[src/rtl/phy_mgmt_pkg.sv]
package phy_mgmt_pkg;
    localparam int FRAME_BITS = 64;
    localparam int HDR_BITS   = 46;
    localparam int TA2_IDX    = 47;
    localparam int DATA_IDX   = 48;

    typedef struct packed {
        logic        write;
        logic [4:0]  phy;
        logic [4:0]  regad;
        logic [15:0] wdata;
    } mgmt_cmd_t;
endpackage

[src/rtl/mgmt_mdc_gen.sv]
module mgmt_mdc_gen #(
    parameter int CLK_DIV = 4
) (
    input  logic clk,
    input  logic rst_n,
    output logic mdc,
    output logic rise_stb,
    output logic fall_stb
);
    localparam int HALF = CLK_DIV / 2;
    localparam int CW   = (HALF > 1) ? $clog2(HALF) : 1;

    typedef struct packed {
        logic [CW-1:0] cnt;
        logic          mdc;
    } gen_t;

    gen_t s_q, s_d;
    logic wrap;

    always_comb begin
        s_d  = s_q;
        wrap = (s_q.cnt == CW'(HALF - 1));
        if (wrap) begin
            s_d.cnt = '0;
            s_d.mdc = ~s_q.mdc;
        end else begin
            s_d.cnt = s_q.cnt + 1'b1;
        end
    end

    always_ff @(posedge clk) begin
        if (!rst_n) s_q <= '0;
        else        s_q <= s_d;
    end

    assign mdc      = s_q.mdc;
    assign rise_stb = wrap && !s_q.mdc;
    assign fall_stb = wrap &&  s_q.mdc;
endmodule

[src/rtl/mgmt_mdio_engine.sv]
module mgmt_mdio_engine
    import phy_mgmt_pkg::*;
(
    input  logic        clk,
    input  logic        rst_n,
    input  logic        start,
    input  mgmt_cmd_t   cmd,
    input  logic        rise_stb,
    input  logic        fall_stb,
    input  logic        mdio_i,
    output logic        busy,
    output logic        mdio_o,
    output logic        mdio_oe,
    output logic        done,
    output logic        rd_err,
    output logic [15:0] rdata
);
    typedef struct packed {
        logic                  busy;
        logic                  run;
        logic                  write;
        logic [5:0]            idx;
        logic [FRAME_BITS-1:0] frame;
        logic                  mdio;
        logic                  oe;
        logic                  done;
        logic                  rd_err;
        logic [15:0]           rdata;
    } eng_t;

    eng_t s_q, s_d;
    logic [5:0] nxt;

    always_comb begin
        s_d      = s_q;
        s_d.done = 1'b0;
        nxt      = s_q.idx + 6'd1;
        if (start && !s_q.busy) begin
            s_d.busy   = 1'b1;
            s_d.run    = 1'b0;
            s_d.write  = cmd.write;
            s_d.rd_err = 1'b0;
            s_d.frame  = {32'hFFFF_FFFF, 2'b01,
                          cmd.write ? 2'b01 : 2'b10,
                          cmd.phy, cmd.regad,
                          cmd.write ? 2'b10 : 2'b11,
                          cmd.write ? cmd.wdata : 16'hFFFF};
        end
        if (s_q.busy && fall_stb) begin
            if (!s_q.run) begin
                s_d.run   = 1'b1;
                s_d.idx   = '0;
                s_d.mdio  = s_q.frame[FRAME_BITS-1];
                s_d.frame = s_q.frame << 1;
                s_d.oe    = 1'b1;
            end else if (s_q.idx == 6'(FRAME_BITS - 1)) begin
                s_d.busy = 1'b0;
                s_d.run  = 1'b0;
                s_d.oe   = 1'b0;
                s_d.mdio = 1'b1;
                s_d.done = 1'b1;
            end else begin
                s_d.idx   = nxt;
                s_d.mdio  = s_q.frame[FRAME_BITS-1];
                s_d.frame = s_q.frame << 1;
                s_d.oe    = s_q.write || (nxt < 6'(HDR_BITS));
            end
        end
        if (s_q.run && !s_q.write && rise_stb) begin
            if (s_q.idx == 6'(TA2_IDX) && mdio_i) s_d.rd_err = 1'b1;
            if (s_q.idx >= 6'(DATA_IDX)) s_d.rdata = {s_q.rdata[14:0], mdio_i};
        end
    end

    always_ff @(posedge clk) begin
        if (!rst_n) begin
            s_q      <= '0;
            s_q.mdio <= 1'b1;
        end else begin
            s_q <= s_d;
        end
    end

    assign busy    = s_q.busy;
    assign mdio_o  = s_q.mdio;
    assign mdio_oe = s_q.oe;
    assign done    = s_q.done;
    assign rd_err  = s_q.rd_err;
    assign rdata   = s_q.rdata;
endmodule

[src/rtl/mgmt_regs.sv]
module mgmt_regs
    import phy_mgmt_pkg::*;
#(
    parameter int          ADDR_W = 12,
    parameter logic [11:0] BASE   = 12'h510
) (
    input  logic              clk,
    input  logic              rst_n,
    input  logic              bus_we,
    input  logic [ADDR_W-1:0] bus_addr,
    input  logic [7:0]        bus_wdata,
    output logic [7:0]        bus_rdata,
    input  logic              im_req,
    input  logic              im_write,
    input  logic [4:0]        im_phy,
    input  logic [4:0]        im_reg,
    input  logic [15:0]       im_wdata,
    input  logic              eng_busy,
    input  logic              eng_done,
    input  logic              eng_rd_err,
    input  logic [15:0]       eng_rdata,
    output logic              start,
    output mgmt_cmd_t         cmd,
    output logic              cmd_err
);
    localparam logic [ADDR_W-1:0] A_CTL_LO = ADDR_W'(BASE);
    localparam logic [ADDR_W-1:0] A_CTL_HI = ADDR_W'(BASE + 12'd1);
    localparam logic [ADDR_W-1:0] A_PHY    = ADDR_W'(BASE + 12'd2);
    localparam logic [ADDR_W-1:0] A_REG    = ADDR_W'(BASE + 12'd3);
    localparam logic [ADDR_W-1:0] A_DAT_LO = ADDR_W'(BASE + 12'd4);
    localparam logic [ADDR_W-1:0] A_DAT_HI = ADDR_W'(BASE + 12'd5);
    localparam logic [ADDR_W-1:0] A_OWN    = ADDR_W'(BASE + 12'd7);

    typedef struct packed {
        logic [4:0]  phy;
        logic [4:0]  regad;
        logic [15:0] data;
        logic        owner;
        logic        cmd_err;
        logic        rd_err;
        logic        start;
        mgmt_cmd_t   cmd;
    } reg_t;

    reg_t s_q, s_d;
    logic busy_v, want_rd, want_wr;

    always_comb begin
        s_d       = s_q;
        s_d.start = 1'b0;
        busy_v    = eng_busy || s_q.start;
        want_rd   = bus_wdata[0];
        want_wr   = bus_wdata[1];
        if (eng_done) begin
            s_d.rd_err = eng_rd_err;
            if (!eng_rd_err && !s_q.cmd.write) s_d.data = eng_rdata;
        end
        if (bus_we) begin
            unique case (bus_addr)
                A_PHY:    s_d.phy        = bus_wdata[4:0];
                A_REG:    s_d.regad      = bus_wdata[4:0];
                A_DAT_LO: s_d.data[7:0]  = bus_wdata;
                A_DAT_HI: s_d.data[15:8] = bus_wdata;
                A_OWN:    s_d.owner      = bus_wdata[0];
                A_CTL_HI: begin
                    if (want_rd || want_wr) begin
                        if ((want_rd && want_wr) || busy_v || !s_q.owner) begin
                            s_d.cmd_err = 1'b1;
                        end else begin
                            s_d.start   = 1'b1;
                            s_d.cmd     = '{write: want_wr, phy: s_q.phy,
                                            regad: s_q.regad, wdata: s_q.data};
                            s_d.cmd_err = 1'b0;
                            s_d.rd_err  = 1'b0;
                        end
                    end
                end
                default: ;
            endcase
        end
        if (im_req && !s_q.owner && !busy_v) begin
            s_d.start   = 1'b1;
            s_d.cmd     = '{write: im_write, phy: im_phy,
                            regad: im_reg, wdata: im_wdata};
            s_d.cmd_err = 1'b0;
            s_d.rd_err  = 1'b0;
        end
    end

    always_ff @(posedge clk) begin
        if (!rst_n) s_q <= '0;
        else        s_q <= s_d;
    end

    always_comb begin
        unique case (bus_addr)
            A_CTL_HI: bus_rdata = {eng_busy || s_q.start, s_q.cmd_err, s_q.rd_err, 5'b0};
            A_PHY:    bus_rdata = {3'b0, s_q.phy};
            A_REG:    bus_rdata = {3'b0, s_q.regad};
            A_DAT_LO: bus_rdata = s_q.data[7:0];
            A_DAT_HI: bus_rdata = s_q.data[15:8];
            A_OWN:    bus_rdata = {7'b0, s_q.owner};
            default:  bus_rdata = 8'h00;
        endcase
    end

    assign start   = s_q.start;
    assign cmd     = s_q.cmd;
    assign cmd_err = s_q.cmd_err;
endmodule

[src/rtl/phy_mgmt_ctrl.sv]
module phy_mgmt_ctrl
    import phy_mgmt_pkg::*;
#(
    parameter int          CLK_DIV = 4,
    parameter int          ADDR_W  = 12,
    parameter logic [11:0] BASE    = 12'h510
) (
    input  logic              clk,
    input  logic              rst_n,
    input  logic              bus_we,
    input  logic [ADDR_W-1:0] bus_addr,
    input  logic [7:0]        bus_wdata,
    output logic [7:0]        bus_rdata,
    input  logic              im_req,
    input  logic              im_write,
    input  logic [4:0]        im_phy,
    input  logic [4:0]        im_reg,
    input  logic [15:0]       im_wdata,
    output logic              mdc,
    output logic              mdio_o,
    output logic              mdio_oe,
    input  logic              mdio_i
);
    logic        rise_stb, fall_stb;
    logic        eng_start, eng_busy, eng_done, eng_rd_err, cmd_err;
    logic [15:0] eng_rdata;
    mgmt_cmd_t   eng_cmd;

    mgmt_mdc_gen #(.CLK_DIV(CLK_DIV)) u_gen (
        .clk(clk), .rst_n(rst_n), .mdc(mdc),
        .rise_stb(rise_stb), .fall_stb(fall_stb)
    );

    mgmt_regs #(.ADDR_W(ADDR_W), .BASE(BASE)) u_regs (
        .clk(clk), .rst_n(rst_n),
        .bus_we(bus_we), .bus_addr(bus_addr), .bus_wdata(bus_wdata),
        .bus_rdata(bus_rdata),
        .im_req(im_req), .im_write(im_write), .im_phy(im_phy),
        .im_reg(im_reg), .im_wdata(im_wdata),
        .eng_busy(eng_busy), .eng_done(eng_done), .eng_rd_err(eng_rd_err),
        .eng_rdata(eng_rdata),
        .start(eng_start), .cmd(eng_cmd), .cmd_err(cmd_err)
    );

    mgmt_mdio_engine u_eng (
        .clk(clk), .rst_n(rst_n), .start(eng_start), .cmd(eng_cmd),
        .rise_stb(rise_stb), .fall_stb(fall_stb), .mdio_i(mdio_i),
        .busy(eng_busy), .mdio_o(mdio_o), .mdio_oe(mdio_oe),
        .done(eng_done), .rd_err(eng_rd_err), .rdata(eng_rdata)
    );
endmodule

[config.mk]
export PLATFORM = sky130hd
export DESIGN_NAME = phy_mgmt_ctrl
export DESIGN_NICKNAME = d
export VERILOG_FILES = /design/src/rtl/phy_mgmt_pkg.sv /design/src/rtl/mgmt_mdc_gen.sv /design/src/rtl/mgmt_mdio_engine.sv /design/src/rtl/mgmt_regs.sv /design/src/rtl/phy_mgmt_ctrl.sv
export SDC_FILE = /design/constraint.sdc
export NUM_CORES = 1
export LEC_CHECK = 0
export ABC_AREA = 1
export BUFFER_PORTS_ARGS = -buffer_cell sky130_fd_sc_hd__buf_2
export CAP_MARGIN = 20
export CORE_MARGIN = 5
export CORE_UTILIZATION = 60
export CTS_CLUSTER_DIAMETER = 40
export DETAILED_ROUTE_END_ITERATION = 7
export GPL_TIMING_DRIVEN = 1
export MAX_ROUTING_LAYER = met4
export PLACE_DENSITY = 0.8
export SLEW_MARGIN = 20
export SYNTH_ARGS = -nofsm -noshare
export SYNTH_HDL_FRONTEND = slang
export SYNTH_HIERARCHICAL = 1
export SYNTH_SLANG_ARGS = --single-unit
[constraint.sdc]
create_clock -name clk -period 2.2 [get_ports clk]
set_input_delay 0 -clock clk [delete_from_list [all_inputs] [get_ports clk]]
set_output_delay 0 -clock clk [all_outputs]
set_load 0.02 [all_outputs]
==> results of run 1 <==
## layout make-up
class	instances	area (um^2)	share of cell area, %
sequential	152	3043	35.95
inverter	90	337.8	3.991
tap	172	215.2	2.542
clock inverter	13	120.1	1.419
multi-input combinational	736	3492	41.26
clock buffer	19	452.9	5.351
timing repair buffer	112	803.3	9.490
## worst min-delay path, delay by kind of cell
| kind | cells | cell delay (ps) |
|---|---|---|
| buffers and inverters | 2 | 350 |
| AND/OR/NAND/NOR | 1 | 40 |
## state kept, by name (all words and copies together) (netlist names)
name and cells:
u_regs/s_q 28, u_regs/cmd 27, u_eng/s_q 72, u_eng/mdio_oe 1, u_eng/rdata 16, u_gen/mdc 1
u_regs/start 1, u_eng/done 1, u_eng/rd_err 1, u_regs/cmd_err 1, u_gen/wrap 1, u_eng/busy 1
u_eng/mdio_o 1
## stage by stage
stage / area (um^2) / utilization, % / total power, W / hold WS (ps)
4_1_cts: 8464 / 67.62 / 0.006395 / 11.81
5_1_grt: 8464 / 67.62 / 0.006628 / 64.88
3_5_place_dp: 7531 / 60.17 / 0.003552 / 270.2
6_report: 8464 / 67.62 / 0.006370 / 24.60
3_3_place_gp: 7531 / 60.17 / 0.003539 / 261.4
2_1_floorplan: 7582 / - / 0.003443 / 107.0
## power groups by stage
stage / clock [W] / combinational (W) / sequential [W]
after floorplan: 0 / 0.000441 / 0.00300
after global placement: 0 / 0.000517 / 0.00302
after detailed placement: 0 / 0.000529 / 0.00302
after CTS: 0.00285 / 0.000583 / 0.00297
after global routing: 0.00297 / 0.000676 / 0.00298
final: 0.00280 / 0.000602 / 0.00297
## worst min path at each step
stage	end	slack [ps]	startpoint	cells after the start
after floorplan	u_gen/wrap	110	rst_n	2
after global placement	u_regs/s_q[37]	260	bus_wdata[6]	3
after detailed placement	u_regs/s_q[46]	270	bus_wdata[7]	3
after CTS	u_gen/wrap	10	rst_n	3
after global routing	u_regs/cmd_err	60	bus_we	3
final	u_gen/wrap	20	rst_n	3
## cell usage after synthesis (3+ instances only)
cell type,number
nand2_1,214
nor2_1,161
dfxtp_1,152
o21ai_0,98
inv_1,83
nor3_1,56
nand3_1,49
buf_4,48
a21oi_1,38
o21ai_1,33
nand4_1,32
clkbuf_1,26
buf_2,14
buf_6,13
nand3_2,8
o22ai_1,8
buf_1,7
inv_2,6
nor2_2,6
nor3_2,6
nand2_2,4
nor2_4,3
o221ai_1,3
## metal layers
layer / vias up / routed length, um / global-route usage [%]
li1: 3542 / - / -
met1: 3234 / 7995 / 33.98
met2: 325 / 8693 / 39.51
met3: 67 / 1618 / 7.834
met4: 0 / 617 / 11.83
met5: - / 0 / -
## kinds of logic (layout without fill, tap and decap cells)
logic type               after synthesis  in the layout
AO/OA/AOI/OAI                        185            185
buffers and inverters                199            234
flip-flops                           152            152
AND/OR/NAND/NOR                      550            550
adder cells (fa/ha/maj)                1              1
==> run metrics, run 1 <==
outcome complete, no violations; Area Overhead vs Synth 11.63%; peak supply drop 0.5037 mV; clk root buf clkbuf_16; Logic pwr share 9.4%; Num CTS Buffers 17; CP peak stage delay 570 ps; Arr. time, crit path 2260 ps; Ports 63; Hold-fix buffers, CTS 36; slowest cell on the critical path clkinv_1; pwr dens 752.5 nW/um^2; die height 122.4 um; yosys synthesis warning count 6; port buffer count 62; RePlAce Congestion 0.9802; core area 12520 um^2; sequential-to-total area share from yosys stat 40.13%; min Tclk post-route 1951 ps; setup slack, reg-to-reg 250 ps; vias in the first global route 6551; clk buf depth 2; ys flop type dfxtp_1; P_sw 0.001615 W; DPL Wire Length 11580 um; Inserted Diodes 0; Synth top area share 40.13%; CTS clk-pin slew, worst paths 60 ps; mux cell area share after synthesis 0%; Placed Cells 1226; Placement Setup Slack 334.0 ps; largest net degree at the start of global routing 54; post-CTS sizing 0; vias 7168; Bufs and invs on worst path 2; Worst EP required 2510 ps; first-pass GRT wire length 31370 um; Synth Area in Compound Gates 12.67%; worst relative slew slack 52.63%; post-synthesis cell area 7582 um^2; post-synthesis xor/xnor area fraction 0%; Reg2Reg Depth 7; Worst path top cell family by delay buffers and inverters; most common cell after layout, fill and taps aside nand2_1; worst slew pin tran 706.1 ps; Detail Route Antenna Nets 0; Final Hold Viols 0; clock power share 43.9%; Worst Setup Start Kind flop; final setup fails 0; Crit Path Class reg -> reg; DRC viols 0; Area contributors post-synth dfxtp_1, nand2_1, nor2_1; initial core utilization 60.58%; area leader, netlist dfxtp_1; syn nets 1140; Synth Instances 1087; DR WL/cell 14.62 um; synth unique cells 37; final WL 18920 um; Crit Path Max Fanout 27; Final WS setup 249.2 ps; Post-synth ARST share 0%; TritonCTS clock tree yes; clk sinks 152; # fillers 1059; crit share post-route 88.67%; die area 14990 um^2; Slew Limit Fails 0; Simple-Gate Fraction of Synth Area 33.15%; CTS H-tree depth 4; Global Route Usage Sum 26.72%; chip width 122.4 um; Initial DRC Count 906; P_int 0.004755 W; critical-path cell list inv_1 -> nand3_1 -> clkinv_1 -> nand2_1 -> nand2_1 -> nand2_1 -> nand2_1; share of post-route cells with drive strength above 1 13.64%; setup_tns 0 ps; via/cell ratio 5.539; Setup Skew 7.055 ps; RSZ-0062 raised after global routing false; switching part of the total 25.35%; Max Cap Viol 0; Worst Setup EP u_regs/cmd[5]; Synth Area in Adders 0.1650%; largest family of logic cells by synthesized area simple AND/OR/NAND/NOR gates; reg2reg end u_regs/cmd[5]; final cell count without fillers 1294; Seq pwr share 46.6%; Overflow after GRT 0; most frequent cells in the layout nand2_1, nor2_1, dfxtp_1; LEAKAGE 3.707 nW; number of core rows 41; #FFs+latches synth 152; fin nets 1162; number of post-CTS setup repair buffers 0; Levels on crit path 7; Setup crit start u_regs/s_q[30]; initial antenna violation count 0; RR Startpoint u_regs/s_q[30]; Skew-Pair Late Insertion Delay 420 ps; FMAX 512.6 MHz; Mean Syn Cell Area 6.975 um^2; drt pass-1 iters 5; Hold/Removal Path Class in -> reg; Crit path top cell by count nand2_1; Setup crit end kind flop; EDFF count, synth 0
Power figures use the tool's default switching activity.
==> run 2, diff against run 1 <==
--- a/config.mk
+++ b/config.mk
@@ -5,7 +5,6 @@
 export SDC_FILE = /design/constraint.sdc
 export NUM_CORES = 1
 export LEC_CHECK = 0
-export ABC_AREA = 1
 export BUFFER_PORTS_ARGS = -buffer_cell sky130_fd_sc_hd__buf_2
 export CAP_MARGIN = 20
 export CORE_MARGIN = 5
==> run metrics, run 2 <==
syn nets 905 (-21%); Slew Limit Fails 0 (unchanged); largest net degree at the start of global routing 74 (+37%); Worst EP required 2560 ps (+50 ps); EDFF count, synth 0 (unchanged); pwr dens 785.1 nW/um^2 (+4.3%); CTS H-tree depth 4 (unchanged); most frequent cells in the layout dfxtp_1, nand2_1, nor2_1; most common cell in the netlist dfxtp_1; Global Route Usage Sum 25.55% (-1.2 points); Area contributors post-synth dfxtp_1, nand2_1, buf_4; Max Cap Viol 0 (unchanged); final setup fails 0 (unchanged); Detail Route Antenna Nets 0 (unchanged); number of core rows 40 (-2.4%); Num CTS Buffers 17 (unchanged); die area 14310 um^2 (-4.5%); LEAKAGE 3.315 nW (-11%); number of post-CTS setup repair buffers 0 (unchanged); peak supply drop 0.5615 mV (+11%); yosys synthesis warning count 6 (unchanged); initial antenna violation count 0 (unchanged); Top reg by flops u_eng/s_q; Setup Skew 6.314 ps (-0.7410 ps); FMAX 494.6 MHz (-3.5%); Synth top area share 42.19% (+2.1 points); via/cell ratio 6.027 (+8.8%); vias in the first global route 5874 (-10%); fin nets 924 (-20%); #FFs+latches synth 152 (unchanged); Tot Pwr 0.006459 W (+1.4%); Mean Syn Cell Area 8.465 um^2 (+21%); crit share post-route 91.90% (+3.2 points); P_int 0.005006 W (+5.3%); Skew-Pair Late Insertion Delay 420 ps (about the same); clk root buf clkbuf_16; Ports 63 (unchanged); sequential-to-total area share from yosys stat 42.19% (+2.1 points); DRC viols 0 (unchanged); synth unique cells 57 (+54%); ys flop type dfxtp_1; P_sw 0.001453 W (-10%); clk sinks 152 (unchanged); Crit Path Class reg -> reg; core area 11910 um^2 (-4.8%); RSZ-0062 raised after global routing false; Initial DRC Count 738 (-19%); hold_ws 12.50 ps (-12.10 ps); Hold/Removal Path Class in -> reg; most common cell after layout, fill and taps aside dfxtp_1; clk buf depth 2 (unchanged); chip width 119.6 um (-2.3%); Largest register FFs 72 (unchanged); Seq pwr share 46.1% (-0.5 points); drt pass-1 iters 5 (unchanged); RePlAce Congestion 0.9276 (-5.4%); Worst Setup Start Kind flop; worst relative slew slack 59.37% (+6.7 points); Area Overhead vs Synth 14.07%; min Tclk post-route 2022 ps (+71.08 ps); Final Hold Viols 0 (unchanged); post-synthesis cell area 7212 um^2 (-4.9%); area leader, netlist dfxtp_1; TritonCTS clock tree yes; final WL 17650 um (-6.7%); vias 6208 (-13%); Logic pwr share 8.1% (-1.3 points); DR WL/cell 17.13 um (+17%); switching part of the total 22.49% (-2.9 points); # fillers 893 (-16%); die height 119.6 um (-2.3%); first-pass GRT wire length 28900 um (-7.9%); Setup crit end kind flop; Post-synth top cells dfxtp_1, nand2_1, nor2_1; share of post-route cells with drive strength above 1 15.97% (+2.3 points); Overflow after GRT 0 (unchanged); clock power share 45.9% (+2.0 points); Synth Instances 852 (-22%); Post-synth ARST share 0% (unchanged); worst slew pin tran 606.1 ps (-100.0 ps); Arr. time, crit path 2380 ps (+120 ps); Inserted Diodes 0 (unchanged); DPL Wire Length 11290 um (-2.5%); initial core utilization 60.55% (about the same); setup_tns 0 ps (unchanged); CTS clk-pin slew, worst paths 60 ps (about the same); outcome complete, no violations; Crit Path Max Fanout 28 (+3.7%); port buffer count 62 (unchanged)
run 2: cell types whose count changed after synthesis, moves of 27 or more:
cell,change
o21ai_0,-35
nand4_1,-28
o21ai_1,-32
nor2_1,-95
a31oi_1,+27
nor3b_1,+37
inv_1,-76
nand2_1,-112
mux2i_1,+28
run 2: layout make-up:
cell class                      instances  area (um^2)  share of cell area (%)
Multi-Input combinational cell        580         3500                   42.54
Sequential cell                       152         3044                   37.00
Timing Repair Buffer                  113        873.3                   10.62
Clock buffer                           24        481.7                   5.856
Tap cell                              147        183.9                   2.236
Clock inverter                          7        117.6                   1.430
Inverter                                7        26.28                  0.3194
run 2: kinds of logic (layout without fill, tap and decap cells):
group | count (synthesis) | in the layout | synth area share [%]
simple gates | 361 | 361 | 25.62
compound gates | 171 | 171 | 15.65
flops | 152 | 152 | 42.19
buf+inv | 120 | 151 | 9.559
mux | 45 | 45 | 6.541
fa+ha+maj | 2 | 2 | 0.3123
xor+xnor | 1 | 1 | 0.1215
run 2: routing by layer:
layer  up-vias  GRT usage [%]  wire length, um
li1       3012              -                -
met1      2896          32.72             7627
met2       250          38.59             8271
met3        50          4.713             1070
met4         0          13.53              677
met5         -              -                0
run 2: final timing paths:
| path | start | endpoint | slack, ps | depth (start not counted) |
|---|---|---|---|---|
| max | u_eng/busy | u_regs/cmd[26] | 180 | 6 |
| min | bus_wdata[1] | u_regs/cmd_err | 10 | 5 |
| min reg2reg | u_gen/wrap | u_gen/wrap | 460 | 1 |
| max reg2reg | u_eng/busy | u_regs/cmd[26] | 180 | 6 |
run 2: critical path, stage by stage, from the launching register on:
cell and delay (ps):
dfxtp_2 470, and4bb_2 290, nand2_1 60, buf_4 270, o211ai_1 130, a31oi_1 170
dlygate4sd3_1 570
run 2: power groups by stage:
stage               Clock (W)  Sequential (W)  Combinational [W]
global placement            0         0.00302           0.000442
floorplan                   0         0.00300           0.000382
global route          0.00313         0.00299           0.000573
CTS                   0.00299         0.00297           0.000513
detailed placement          0         0.00303           0.000461
finish                0.00296         0.00297           0.000522
run 2: metrics by stage:
step	worst slack [ps]	instance area, um^2	util, %	instances
final	178.2	8227	69.07	1030
after global routing	15.15	8227	69.07	1030
after CTS	100.6	8225	69.05	1030
after detailed placement	208.6	7266	61.00	963
after global placement	307.0	7266	61.00	963
after floorplan	374.5	7212	-	852
run 2: what timing repair did:
item,CTS,global route
endpoints found under the hold margin,47,0
gates resized for setup,0,1
setup endpoints to repair,0,1
hold buffers,36,0
==> run 3, diff against run 2 <==
--- a/config.mk
+++ b/config.mk
@@ -8,12 +8,12 @@
 export BUFFER_PORTS_ARGS = -buffer_cell sky130_fd_sc_hd__buf_2
 export CAP_MARGIN = 20
 export CORE_MARGIN = 5
-export CORE_UTILIZATION = 60
+export CORE_UTILIZATION = 54
 export CTS_CLUSTER_DIAMETER = 40
 export DETAILED_ROUTE_END_ITERATION = 7
 export GPL_TIMING_DRIVEN = 1
 export MAX_ROUTING_LAYER = met4
-export PLACE_DENSITY = 0.8
+export PLACE_DENSITY = 0.76
 export SLEW_MARGIN = 20
 export SYNTH_ARGS = -nofsm -noshare
 export SYNTH_HDL_FRONTEND = slang
==> constraint.sdc (replaced) <==
create_clock -name clk -period 1.69 [get_ports clk]
set_input_delay 0 -clock clk [delete_from_list [all_inputs] [get_ports clk]]
set_output_delay 0 -clock clk [all_outputs]
set_load 0.02 [all_outputs]
==> run metrics, run 3 (synthesis gave the netlist of run 2 again) <==
CTS H-tree depth 4 (unchanged); Detail Route Antenna Nets 0 (unchanged); via/cell ratio 5.885 (-2.4%); Overflow after GRT 0 (unchanged); TritonCTS clock tree yes; number of core rows 42 (+5.0%); pwr dens 997.9 nW/um^2 (+27%); first-pass GRT wire length 29150 um (+0.88%); Finished Cell Area 8630 um^2 (+4.9%); LEAKAGE 3.497 nW (+5.5%); clk root buf clkbuf_16; Slew Limit Fails 0 (unchanged); worst slew pin tran 499.7 ps (-106.4 ps); vias 6420 (+3.4%); most frequent cells in the layout dfxtp_1, nand2_1, nor2_1; Worst Setup Start Kind flop; Crit Path Max Fanout 26 (-7.1%); CTS clk-pin slew, worst paths 60 ps (about the same); Reg2Reg Depth 6 (unchanged); Arr. time, crit path 1960 ps (-420 ps); Hold/Removal Path Class in -> reg; Hold Path Stages 5 (unchanged); worst relative slew slack 66.64% (+7.3 points); final WL 18020 um (+2.1%); die height 125.6 um (+5.0%); Num CTS Buffers 17 (unchanged); final setup fails 0 (unchanged); Skew-Pair Late Insertion Delay 430 ps (about the same); Global Route Usage Sum 23.11% (-2.4 points); DRC viols 0 (unchanged); crit share post-route 97.76% (+5.9 points); hold path endpoint u_regs/s_q[30]; Setup crit end kind flop; Ports 63 (unchanged); Crit Path Class reg -> reg; FMAX 605.3 MHz (+22%); Inserted Diodes 0 (unchanged); clk sinks 152 (unchanged); Initial DRC Count 557 (-25%); reg2reg end u_eng/s_q[34]; Worst EP required 2000 ps (-560 ps); core area 13190 um^2 (+11%); Area Overhead vs Synth 19.66%; drt pass-1 iters 5 (unchanged); Largest register FFs 72 (unchanged); Setup Skew 7.903 ps (+1.588 ps); min Tclk post-route 1652 ps (-369.7 ps); Top reg by flops u_eng/s_q; initial antenna violation count 0 (unchanged); setup slack, reg-to-reg 40 ps (-140 ps); port buffer count 62 (unchanged); clk buf depth 2 (unchanged); critical-path cell list ha_4 -> and3_4 -> a41oi_4 -> clkbuf_16 -> nor3_1 -> nor3_2; Final Hold Viols 0 (unchanged); peak supply drop 0.6807 mV (+21%); hold path startpoint bus_addr[5]; share of post-route cells with drive strength above 1 20.00% (+4.0 points); outcome complete, no violations; dpl cell area 7541 um^2 (+3.8%); slowest cell on the critical path dfxtp_2; number of post-CTS setup repair buffers 0 (unchanged); initial core utilization 54.68% (-5.9 points); Max Cap Viol 0 (unchanged); DPL Wire Length 11460 um (+1.5%); RR Startpoint u_eng/s_q[84]; die area 15770 um^2 (+10%); vias in the first global route 5844 (-0.51%); largest net degree at the start of global routing 58 (-22%); chip width 125.6 um (+5.0%); fin nets 955 (+3.4%); DR WL/cell 16.52 um (-3.6%); most common cell after layout, fill and taps aside dfxtp_1; RePlAce Congestion 0.9995 (+7.8%); RSZ-0062 raised after global routing true; CP peak stage delay 380 ps (-190 ps); Tot Pwr 0.008612 W (+33%)
-- run 3: through the flow --
stage	hold WS [ps]	setup TNS, ps	worst slack [ps]	util [%]	cells
4_1_cts	22.84	0	54.45	64.91	1090
2_1_floorplan	117.5	0	9.045	-	852
6_report	41.63	0	37.81	65.42	1091
3_5_place_dp	290.0	0	74.43	57.17	1019
3_3_place_gp	288.6	0	118.4	57.17	1019
5_1_grt	60.37	-22.96	-10.07	65.42	1091
-- run 3: final cells by class --
cell class | instances | area, um^2
multi-input combinational | 580 | 3555
clock buffer | 21 | 460.4
clock inverter | 11 | 170.2
inverter | 7 | 26.28
tap | 176 | 220.2
timing repair buffer | 144 | 1147
sequential | 152 | 3050
fill | 1063 | 4561
-- run 3: power by group --
part | switching (W) | leakage [nW] | internal (W)
Clock | 0.00148 | 0.300 | 0.00255
Combinational | 0.000373 | 1.96 | 0.000345
Sequential | 0.000100 | 1.24 | 0.00376
-- run 3: worst max-delay path by stage --
stage / from / endpoint / slack, ps / depth (start not counted)
final: u_eng/s_q[84] / u_eng/s_q[34] / 40 / 6
after global routing: u_eng/s_q[85] / u_eng/s_q[80] / -10 / 6
after CTS: u_eng/s_q[84] / u_eng/s_q[35] / 50 / 6
after detailed placement: u_eng/s_q[85] / u_eng/s_q[58] / 70 / 6
after global placement: u_eng/s_q[85] / u_eng/s_q[85] / 120 / 5
after floorplan: u_eng/s_q[85] / u_eng/s_q[38] / 9 / 8
-- run 3: critical path: cells and delay by family (launching register included) --
family / cells / cell delay, ps
AO/OA/AOI/OAI: 1 / 180
adder cells (fa/ha/maj): 1 / 140
buffers and inverters: 1 / 250
flip-flops: 1 / 380
AND/OR/NAND/NOR: 3 / 580
-- run 3: per-layer routing --
layer / track usage, % / up-vias / wire length (um)
met2: 35.31 / 256 / 8572
met1: 28.84 / 3039 / 7647
met5: - / - / 0
met3: 4.520 / 53 / 1076
met4: 12.50 / 0 / 722
li1: - / 3072 / -
-- run 3: what timing repair did --
action / 4_1_cts / 5_1_grt
hold buffers: 39 / 0
setup endpoints to repair: 0 / 19
hold endpoints to repair: 59 / 0
resized for setup: 0 / 9
